[src/rtl/can_txq_pkg.sv]
package can_txq_pkg;

  // Capacity selected by the 3-bit depth code, clamped to the storage size.
  function automatic int unsigned depth_cap(input logic [2:0] code,
                                            input int unsigned max_depth);
    int unsigned c;
    case (code)
      3'd0:    c = 0;
      3'd1:    c = 4;
      3'd2:    c = 8;
      default: c = 16;
    endcase
    if (c > max_depth) c = max_depth;
    return c;
  endfunction

  // Next count value given the three count events.
  function automatic int unsigned count_next(input int unsigned cur,
                                             input logic inc,
                                             input logic dec,
                                             input logic clr);
    if (clr) return 0;
    return cur + int'(inc) - int'(dec);
  endfunction

endpackage

[src/rtl/txq_store.sv]
module txq_store #(
  parameter int FRAME_W = 32,
  parameter int DEPTH   = 16
) (
  input  logic               clk,
  input  logic               rst_n,
  input  logic               wr_en,
  input  logic [FRAME_W-1:0] wr_data,
  input  logic               rd_adv,
  input  logic               clr,
  output logic [FRAME_W-1:0] head
);
  localparam int PW = (DEPTH > 1) ? $clog2(DEPTH) : 1;

  logic [FRAME_W-1:0] mem [DEPTH];
  logic [PW-1:0]      wr_ptr, rd_ptr;

  function automatic logic [PW-1:0] ptr_inc(input logic [PW-1:0] p);
    return (p == PW'(DEPTH - 1)) ? '0 : p + 1'b1;
  endfunction

  always_ff @(posedge clk) begin
    if (wr_en) mem[wr_ptr] <= wr_data;
  end

  always_ff @(posedge clk or negedge rst_n) begin
    if (!rst_n) begin
      wr_ptr <= '0;
      rd_ptr <= '0;
    end else if (clr) begin
      wr_ptr <= '0;
      rd_ptr <= '0;
    end else begin
      if (wr_en)  wr_ptr <= ptr_inc(wr_ptr);
      if (rd_adv) rd_ptr <= ptr_inc(rd_ptr);
    end
  end

  assign head = mem[rd_ptr];

  // the read pointer moves only on a completed frame or a flush
  p_rd_moves_on_pop_r6: assert property (@(posedge clk) disable iff (!rst_n)
    !rd_adv && !clr |=> $stable(rd_ptr));
endmodule

[src/rtl/txq_count.sv]
module txq_count #(
  parameter int CNT_W = 5
) (
  input  logic             clk,
  input  logic             rst_n,
  input  logic             inc,
  input  logic             dec,
  input  logic             clr,
  output logic [CNT_W-1:0] count
);
  import can_txq_pkg::*;

  always_ff @(posedge clk or negedge rst_n) begin
    if (!rst_n) count <= '0;
    else        count <= CNT_W'(count_next(int'(count), inc, dec, clr));
  end

  // one completion without a push lowers the count by exactly one
  p_count_step_r6: assert property (@(posedge clk) disable iff (!rst_n)
    dec && !inc && !clr |=> count == $past(count) - 1'b1);
  // push and completion together leave the count unchanged
  p_count_pair_r6: assert property (@(posedge clk) disable iff (!rst_n)
    dec && inc && !clr |=> $stable(count));
endmodule

[src/rtl/txq_sched_if.sv]
module txq_sched_if (
  input  logic clk,
  input  logic rst_n,
  input  logic eligible,
  input  logic bus_idle,
  input  logic crc_delim,
  input  logic grant,
  input  logic done,
  input  logic err,
  input  logic arb_lost,
  output logic req,
  output logic committed,
  output logic commit_evt,
  output logic pop_evt,
  output logic release_evt
);
  logic window;

  assign window      = bus_idle || crc_delim;
  assign req         = eligible && !committed && window;
  assign commit_evt  = req && grant;
  assign pop_evt     = committed && done;
  assign release_evt = committed && !done && (err || arb_lost);

  always_ff @(posedge clk or negedge rst_n) begin
    if (!rst_n)                       committed <= 1'b0;
    else if (commit_evt)              committed <= 1'b1;
    else if (pop_evt || release_evt)  committed <= 1'b0;
  end

  // a request only appears at a selection point
  p_req_window_r4: assert property (@(posedge clk) disable iff (!rst_n)
    req |-> bus_idle || crc_delim);
  // a commitment is held until one of the end strobes arrives
  p_no_abort_r9: assert property (@(posedge clk) disable iff (!rst_n)
    committed && !done && !err && !arb_lost |=> committed);
  // a granted request moves the queue into the committed state
  p_grant_commits_r5: assert property (@(posedge clk) disable iff (!rst_n)
    commit_evt |=> committed && !req);
endmodule

[src/rtl/can_txq_ctrl.sv]
module can_txq_ctrl #(
  parameter int FRAME_W   = 32,
  parameter int MAX_DEPTH = 16,
  localparam int CNT_W    = $clog2(MAX_DEPTH + 1)
) (
  input  logic               clk,
  input  logic               rst_n,
  input  logic               cfg_en,
  input  logic [2:0]         cfg_depth,
  input  logic               cfg_irq_each,
  input  logic               push_valid,
  input  logic [FRAME_W-1:0] push_frame,
  input  logic               irq_clr,
  input  logic               bus_idle,
  input  logic               crc_delim,
  input  logic               sched_grant,
  input  logic               tx_done,
  input  logic               tx_error,
  input  logic               tx_arb_lost,
  output logic               txq_req,
  output logic [FRAME_W-1:0] head_frame,
  output logic [CNT_W-1:0]   msg_count,
  output logic               empty,
  output logic               full,
  output logic               tx_irq,
  output logic               overflow
);
  import can_txq_pkg::*;

  logic [CNT_W-1:0] cap;
  logic eligible, committed, commit_evt, pop_evt, release_evt;
  logic push_acc, push_rej, flush_evt;

  assign cap       = CNT_W'(depth_cap(cfg_depth, MAX_DEPTH));
  assign empty     = (msg_count == '0);
  assign full      = (msg_count >= cap);
  assign eligible  = cfg_en && (cfg_depth != 3'd0) && !empty;
  assign flush_evt = !cfg_en && !committed;
  assign push_acc  = push_valid && cfg_en && !full;
  assign push_rej  = push_valid && cfg_en && full;

  txq_sched_if u_sched (
    .clk        (clk),
    .rst_n      (rst_n),
    .eligible   (eligible),
    .bus_idle   (bus_idle),
    .crc_delim  (crc_delim),
    .grant      (sched_grant),
    .done       (tx_done),
    .err        (tx_error),
    .arb_lost   (tx_arb_lost),
    .req        (txq_req),
    .committed  (committed),
    .commit_evt (commit_evt),
    .pop_evt    (pop_evt),
    .release_evt(release_evt)
  );

  txq_count #(.CNT_W(CNT_W)) u_count (
    .clk  (clk),
    .rst_n(rst_n),
    .inc  (push_acc),
    .dec  (pop_evt),
    .clr  (flush_evt),
    .count(msg_count)
  );

  txq_store #(.FRAME_W(FRAME_W), .DEPTH(MAX_DEPTH)) u_store (
    .clk    (clk),
    .rst_n  (rst_n),
    .wr_en  (push_acc),
    .wr_data(push_frame),
    .rd_adv (pop_evt),
    .clr    (flush_evt),
    .head   (head_frame)
  );

  always_ff @(posedge clk or negedge rst_n) begin
    if (!rst_n) begin
      tx_irq   <= 1'b0;
      overflow <= 1'b0;
    end else begin
      if (pop_evt && cfg_irq_each) tx_irq <= 1'b1;
      else if (irq_clr)            tx_irq <= 1'b0;
      if (push_rej)                overflow <= 1'b1;
    end
  end

  // only a non-empty enabled queue requests
  p_req_nonempty_r1: assert property (@(posedge clk) disable iff (!rst_n)
    txq_req |-> cfg_en && msg_count != '0);
  // a push at capacity does not change the count
  p_full_hold_r3: assert property (@(posedge clk) disable iff (!rst_n)
    push_rej && !pop_evt |=> $stable(msg_count));
  // overflow is sticky
  p_ovf_sticky_r3: assert property (@(posedge clk) disable iff (!rst_n)
    overflow |=> overflow);
  // per-message mode raises the interrupt on every completion
  p_irq_set_r7: assert property (@(posedge clk) disable iff (!rst_n)
    pop_evt && cfg_irq_each |=> tx_irq);
  // a failed attempt keeps the stored frames
  p_fail_keeps_r10: assert property (@(posedge clk) disable iff (!rst_n)
    release_evt && !push_acc |=> $stable(msg_count));
  // a flush leaves the queue empty
  p_flush_empty_r11: assert property (@(posedge clk) disable iff (!rst_n)
    flush_evt |=> empty);
endmodule

[config.mk]
export PLATFORM = sky130hd
export DESIGN_NAME = can_txq_ctrl
export DESIGN_NICKNAME = d
export VERILOG_FILES = /design/src/rtl/can_txq_pkg.sv /design/src/rtl/txq_store.sv /design/src/rtl/txq_count.sv /design/src/rtl/txq_sched_if.sv /design/src/rtl/can_txq_ctrl.sv
export SDC_FILE = /design/constraint.sdc
export NUM_CORES = 1
export LEC_CHECK = 0
export BUFFER_PORTS_ARGS = -buffer_cell sky130_fd_sc_hd__buf_2
export CORE_ASPECT_RATIO = 0.5
export CORE_UTILIZATION = 61
export CTS_CLUSTER_SIZE = 28
export DETAILED_ROUTE_END_ITERATION = 8
export PLACE_DENSITY = 0.84
export SLEW_MARGIN = 20
export SYNTH_ARGS = -nofsm -noshare
export SYNTH_HDL_FRONTEND = slang
export SYNTH_SLANG_ARGS = --single-unit
[constraint.sdc]
create_clock -name clk -period 6 [get_ports clk]
set_input_delay 1.5 -clock clk [delete_from_list [all_inputs] [get_ports clk]]
set_output_delay 1.5 -clock clk [all_outputs]
set_load 0.01 [all_outputs]
==> results by group, run 1 <==
Status
  – Outcome: completed

Setup path
  – R2R depth: 7
  – Critical Path End Type: output pin
  – Max stage delay on crit path: 1.02 ns
  – Critical Path End: head_frame[22]
  – CP Launch Type: flip-flop
  – Flop2flop setup slack: approximately 2.4 ns
  – Critical Path RT: 4.50 ns
  – CP Launch Point: u_store.rd_ptr[0]$_DFFE_PN0P_
  – CP Cell Sequence: buf_4 > mux4_2 > a22oi_1 > nand2_1 > buf_2
  – Crit path max fanout: 40
  – Critical register-to-register path startpoint: u_count.count[4]$_DFF_PN0_
  – CP Data Arrival Time: roughly 3.2 ns
  – Crit path kind: flip-flop to output pin
  – Reg-to-Reg End: u_store.mem[11][29]$_DFFE_PP_
  – CP max-delay cell: dfrtp_4

GRT
  – Antenna violations before repair: 0
  – Vias in the first global route: ~11000
  – Total GRT Usage: roughly 30%
  – Global-route wire length before repair: between 70 and 80 mm
  – Largest net degree at the start of global routing: approximately 40
  – Gr ovfl total: 0

Cells and area
  – Fill cells: about 1700
  – Layout cells sized above 1: 31.9%
  – Final nets: ~1100
  – Most frequent cells in the layout: 512 x edfxtp_1, 128 x mux4_2, 88 x buf_2
  – Area Overhead vs Synth: 12.4%
  – Commonest non-fill, non-tap cell in the layout: edfxtp_1
  – ANT cells: 0

Route
  – Initial DRT Pass Iterations: 6
  – Met1 wire length: approximately 18 mm
  – Routed via count: between 10000 and 15000
  – Top sig layer: met4
  – WL met2: ~25 mm
  – Routed WL: between 40 and 50 mm
  – Met3 wire len: between 4 and 5 mm
  – 1st-iter DRT viols: 1793
  – Drt wl/cell: about 33 um
  – # DRC: 0
  – Routed Antenna Nets: 0
  – Post-DR vias/cell: ~7.1

CTS
  – PostCTS Resize Cnt: 0
  – Skew-Pair Late Insertion Delay: just under 0.6 ns
  – Root Driver: clkbuf_16
  – Hold-fix buffers, CTS: 0
  – Postcts setup bufs: 0
  – Num CTS Buffers: between 40 and 50
  – Max clock buf depth: 3
  – CTS clock-pin slew for the worst setup and hold paths: 0.07 ns
  – Clock sink count: 528
  – H-tree depth: 2
  – CTS tree: built

STA
  – Unrepaired setup endpoints after global routing: no
  – Final slew viol count: 0
  – Endpoints failing setup: 0
  – Setup TNS: 0 ns
  – Tightest Pin Transition: between 1 and 1.5 ns
  – Fin Clk Skew: roughly 0.034 ns
  – Final Cycle Share: about four fifths
  – Crit path time final: about 4.7 ns
  – Hold Violations, Final: 0
  – Rel. slew slack: 24.4%
  – FMAX: approximately 210 MHz

Power and ir drop
  – Tot Pwr: 8.92 mW
  – Leakage: ~7.4 nW
  – Worst vdd ir: a little over 200 uV
  – PD cells: roughly 390 nW/um^2

Placement
  – Routability congestion estimate: between 0.8 and 0.9
  – Detailed-placement wirelength estimate: 24.8 mm
  – PortBufs: between 80 and 90

Synth
  – Synthesized Nets: between 900 and 1000
  – Ys flop type: edfxtp_1
  – Unique masters post-synth: 40
  – Yosys reg bits: between 500 and 600
  – Post-synth EDFFs: 512
  – Ys Warns: 0
  – Post-synthesis cell area: between 20000 and 25000 um^2
  – Sequential-to-total area share from yosys stat: 77.5%
  – Cell count after synthesis: just over 900
  – Avg Inst Size Synth: around 22 um^2
  – Post-synth ARST share: about 3%

Floorplanning
  – Row cnt: 46
  – Die ar.: ~34000 um^2
  – Chip Height: approximately 130 um
  – Initial core utilization: a little over three fifths
  – Core region area: roughly 32000 um^2
  – Die X-Extent: around 260 um
  – Total I/O pin count: a little under 90

Min path
  – Min-delay worst type: flip-flop to flip-flop

Job
  – Total of max-cap violations: 0
-- worst min-delay path by stage --
stage                                     from                    to  slack [ns]  depth (start not counted)
after floorplan           overflow$_DFFE_PN0P_  overflow$_DFFE_PN0P_        0.51                          1
after global placement    overflow$_DFFE_PN0P_  overflow$_DFFE_PN0P_        0.46                          1
after detailed placement  overflow$_DFFE_PN0P_  overflow$_DFFE_PN0P_        0.46                          1
after CTS                 overflow$_DFFE_PN0P_  overflow$_DFFE_PN0P_        0.48                          1
after global routing      overflow$_DFFE_PN0P_  overflow$_DFFE_PN0P_        0.48                          1
final                     overflow$_DFFE_PN0P_  overflow$_DFFE_PN0P_        0.49                          1
-- synth_stat cells, drive strengths merged (3+ instances only) --
library cell / n / area, um^2
dfrtp: 16 / 400
nor2b: 6 / 37.5
and4b: 5 / 50.1
a22o: 3 / 26.3
o21ai: 6 / 30.0
buf: 22 / 160
nor3: 6 / 30.0
ha: 14 / 175
edfxtp: 512 / 15400
nand2: 44 / 168
a21oi: 7 / 35.0
a22oi: 64 / 480
nor4b: 5 / 56.3
clkbuf: 29 / 109
nor2: 12 / 45.0
nand3: 9 / 45.0
inv: 13 / 48.8
mux4: 128 / 2880
-- report_power, final --
part	internal, mW	switching, mW
registers	4.14	0.154
logic	0.792	0.804
clock network	1.66	1.37
total	6.59	2.33
-- metrics by stage --
stage / hold WS (ns) / setup slack [ns] / instances / area (um^2) / utilization (%)
final: 0.485 / 1.30 / 1499 / 22900 / 71.0
after global routing: 0.482 / 1.10 / 1499 / 22900 / 71.0
after CTS: 0.477 / 1.20 / 1499 / 22900 / 71.0
after detailed placement: 0.461 / 1.17 / 1419 / 21400 / 66.5
after global placement: 0.456 / 1.32 / 1419 / 21400 / 66.5
after floorplan: 0.506 / 0.522 / 924 / 20400 / -
-- logic make-up after synthesis --
logic type,Yosys count,synth area share (%)
AO/OA/AOI/OAI,90,3.26
multiplexers,130,14.3
buffers and inverters,64,1.56
XOR/XNOR,3,0.129
adder cells (fa/ha/maj),15,0.959
AND/OR/NAND/NOR,94,2.36
flip-flops,528,77.5
-- worst max-delay path: cells and delay by family, from the launching register on --
family | cells | cell delay (ns)
flops | 1 | 1.02
buf+inv | 2 | 0.65
mux | 1 | 0.58
compound gates | 1 | 0.28
simple gates | 1 | 0.09
-- registers in the layout, summed over array words and instances (netlist names) --
signal,flops
overflow,1
tx_irq,1
u_count.count,5
u_sched.committed,1
u_store.mem,512
u_store.rd_ptr,4
u_store.wr_ptr,4
-- final cells by class --
| cell class | count | area (um^2) | area share, % |
|---|---|---|---|
| Sequential cell | 528 | 15800 | 68.9 |
| Timing Repair Buffer | 114 | 661 | 2.89 |
| Clock buffer | 49 | 1120 | 4.89 |
| Multi-Input combinational cell | 332 | 4390 | 19.2 |
| Inverter | 13 | 48.8 | 0.213 |
| Clock inverter | 31 | 352 | 1.54 |
| Tap cell | 432 | 541 | 2.36 |
-- routing by layer --
| layer | vias to the layer above | GRT usage (%) |
|---|---|---|
| li1 | 4111 | - |
| met3 | 123 | 5.81 |
| met5 | - | 0 |
| met2 | 857 | 48.4 |
| met4 | 0 | 8.32 |
| met1 | 5554 | 42.8 |
Power figures use the tool's default switching activity.
==> run 2, diff against run 1 <==
Settings changed: CORE_UTILIZATION 61 to 55, PLACE_DENSITY 0.84 to 0.8.
Clock period 6 ns to 4.3 ns, I/O delays scaled along.
==> results by group, run 2 (synthesized netlist as in run 1, its figures left out) <==
Route
  – Drt wl/cell: 28.9 um (-13%)
  – Initial DRT Pass Iterations: 8 (+2)
  – # DRC: 6 (+6)
  – Routed Antenna Nets: 0 (unchanged)
  – Routed WL: 45.1 mm (-9.0%)
  – Routed via count: 10168 (-4.5%)
  – 1st-iter DRT viols: 1256 (-30%)
  – Post-DR vias/cell: 6.52 (-8.2%)

Floorplanning
  – Row cnt: 49 (+6.5%)
  – Initial core utilization: 56.3% (-6.9 points)
  – Total I/O pin count: 89 (unchanged)
  – Die X-Extent: 274 um (+5.3%)
  – Die ar.: 37800 um^2 (+11%)
  – Chip Height: 138 um (+5.2%)
  – Core region area: 36200 um^2 (+12%)

Power and ir drop
  – PD cells: 529 nW/um^2 (+36%)
  – Leakage: 7.40 nW (+0.49%)
  – Worst vdd ir: 324 uV (+60%)

CTS
  – H-tree depth: 2 (unchanged)
  – CTS tree: built
  – CTS clock-pin slew for the worst setup and hold paths: 0.07 ns (about the same)
  – Skew-Pair Late Insertion Delay: 0.55 ns (-0.03 ns)
  – PostCTS Resize Cnt: 0 (unchanged)
  – Hold-fix buffers, CTS: 0 (unchanged)
  – Postcts setup bufs: 0 (unchanged)
  – Root Driver: clkbuf_16
  – Clock sink count: 528 (unchanged)
  – Num CTS Buffers: 45 (+2.3%)
  – Max clock buf depth: 3 (unchanged)

Setup path
  – Critical Path End Type: output pin
  – CP Cell Sequence: buf_12 > mux4_2 > a22oi_1 > nand2_1 > buf_2
  – CP delay by family, top: flip-flops
  – Reg-to-Reg End: u_count.count[4]$_DFF_PN0_
  – Flop2flop setup slack: 1.34 ns (-1.04 ns)
  – CP Launch Type: flip-flop
  – CP max-delay cell: dfrtp_4
  – CP Data Arrival Time: 2.97 ns (-0.23 ns)
  – Max stage delay on crit path: 0.82 ns (-0.20 ns)
  – R2R depth: 12 (+5)
  – Crit path kind: flip-flop to output pin
  – Buf/Inv on CP: 2 (unchanged)
  – Critical register-to-register path startpoint: u_count.count[4]$_DFF_PN0_
  – Crit path max fanout: 28 (-30%)
  – Critical Path RT: 3.22 ns (-1.28 ns)

Cells and area
  – Top Registers: u_store.mem (512), u_count.count (5)
  – Commonest non-fill, non-tap cell in the layout: edfxtp_1
  – Area Overhead vs Synth: 13.3%
  – Final cell count without fillers: 1560 (+4.1%)
  – Top reg by flops: u_store.mem
  – Layout cells sized above 1: 31.7% (-0.14 points)
  – Most frequent cells in the layout: 512 x edfxtp_1, 128 x mux4_2, 88 x buf_2
  – Max reg flops: 512 (unchanged)
  – Post-layout util: 63.8% (-7.3 points)
  – Final nets: 1103 (+0.73%)

STA
  – Crit path time final: ~4.0 ns
  – WHS: 0.443 ns (-0.0426 ns)
  – FMAX: 247 MHz
  – Final slew viol count: 0 (unchanged)
  – Endpoints failing setup: 0 (unchanged)
  – Hold Violations, Final: 0 (unchanged)
  – Unrepaired setup endpoints after global routing: no
  – Setup TNS: 0 ns (unchanged)
  – Rel. slew slack: 34.6% (+10 points)
  – Final Cycle Share: 94.1%
  – Fin Clk Skew: 0.0128 ns (-0.0213 ns)
  – Tightest Pin Transition: 0.981 ns (-0.151 ns)

GRT
  – Total GRT Usage: 24.4% (-5.7 points)
  – Largest net degree at the start of global routing: 56 (+37%)
  – GR Util met2: 40.5% (-8.0 points)
  – Vias in the first global route: 10514 (-3.1%)
  – Global-route wire length before repair: 67.0 mm (-8.8%)
  – GRT busiest layer: met2
  – Gr ovfl total: 0 (unchanged)
  – Grt met3 use: 4.67% (-1.1 points)
  – Met1 Resource Use GR: 33.2% (-9.6 points)
  – Antenna violations before repair: 1 (+1)

Placement
  – DP Cell Count: 1478 (+4.2%)
  – Routability congestion estimate: 0.820 (+0.86%)
  – PortBufs: 88 (unchanged)
  – Detailed-placement wirelength estimate: 24.0 mm (-3.4%)

Status
  – Failing checks: design-rule violations
  – Outcome: complete, but fails checks

Min path
  – Min-delay worst type: primary input to async pin

Job
  – Total of max-cap violations: 0 (unchanged)
-- run 2: stage by stage --
step | power, mW | setup WS, ns | instance area [um^2]
after detailed placement | 8.27 | 0.486 | 21600
final | 12.2 | 0.255 | 23100
after global placement | 8.17 | 0.717 | 21600
after floorplan | 7.62 | -0.753 | 20400
after CTS | 12.3 | 0.227 | 23100
after global routing | 12.6 | 0.135 | 23100
-- run 2: worst max path at each step --
stage | startpoint | to | slack [ns] | cells past startpoint
2_1_floorplan | cfg_depth[1] | u_store.mem[10][0]$_DFFE_PP_ | -0.75 | 7
3_3_place_gp | cfg_depth[0] | u_count.count[4]$_DFF_PN0_ | 0.72 | 15
3_5_place_dp | cfg_depth[1] | u_count.count[4]$_DFF_PN0_ | 0.49 | 14
4_1_cts | u_store.rd_ptr[0]$_DFFE_PN0P_ | head_frame[28] | 0.23 | 5
5_1_grt | u_store.rd_ptr[0]$_DFFE_PN0P_ | head_frame[18] | 0.14 | 5
6_report | u_store.rd_ptr[0]$_DFFE_PN0P_ | head_frame[30] | 0.26 | 5
-- run 2: power breakdown --
| group | switching (mW) | internal [mW] | total, mW |
|---|---|---|---|
| Sequential | 0.174 | 5.78 | 5.95 |
| Combinational | 1.10 | 1.14 | 2.24 |
| Clock | 1.79 | 2.23 | 4.01 |
-- run 2: routing by layer --
layer / up-vias / part of all wire [%]
met5: - / 0
met3: 88 / 8.8
met2: 608 / 51
li1: 4124 / -
met1: 5348 / 37
met4: 0 / 2.8
-- run 2: final cells by class --
| cell class | count | area, um^2 |
|---|---|---|
| clock inverters | 30 | 275 |
| inverters | 13 | 48.8 |
| clock buffers | 51 | 1150 |
| well taps | 484 | 606 |
| fillers | 2228 | 13100 |
| flip-flops and latches | 528 | 15800 |
| repair buffers | 121 | 813 |
| diodes | 1 | 2.50 |
| multi-input cells | 332 | 4390 |
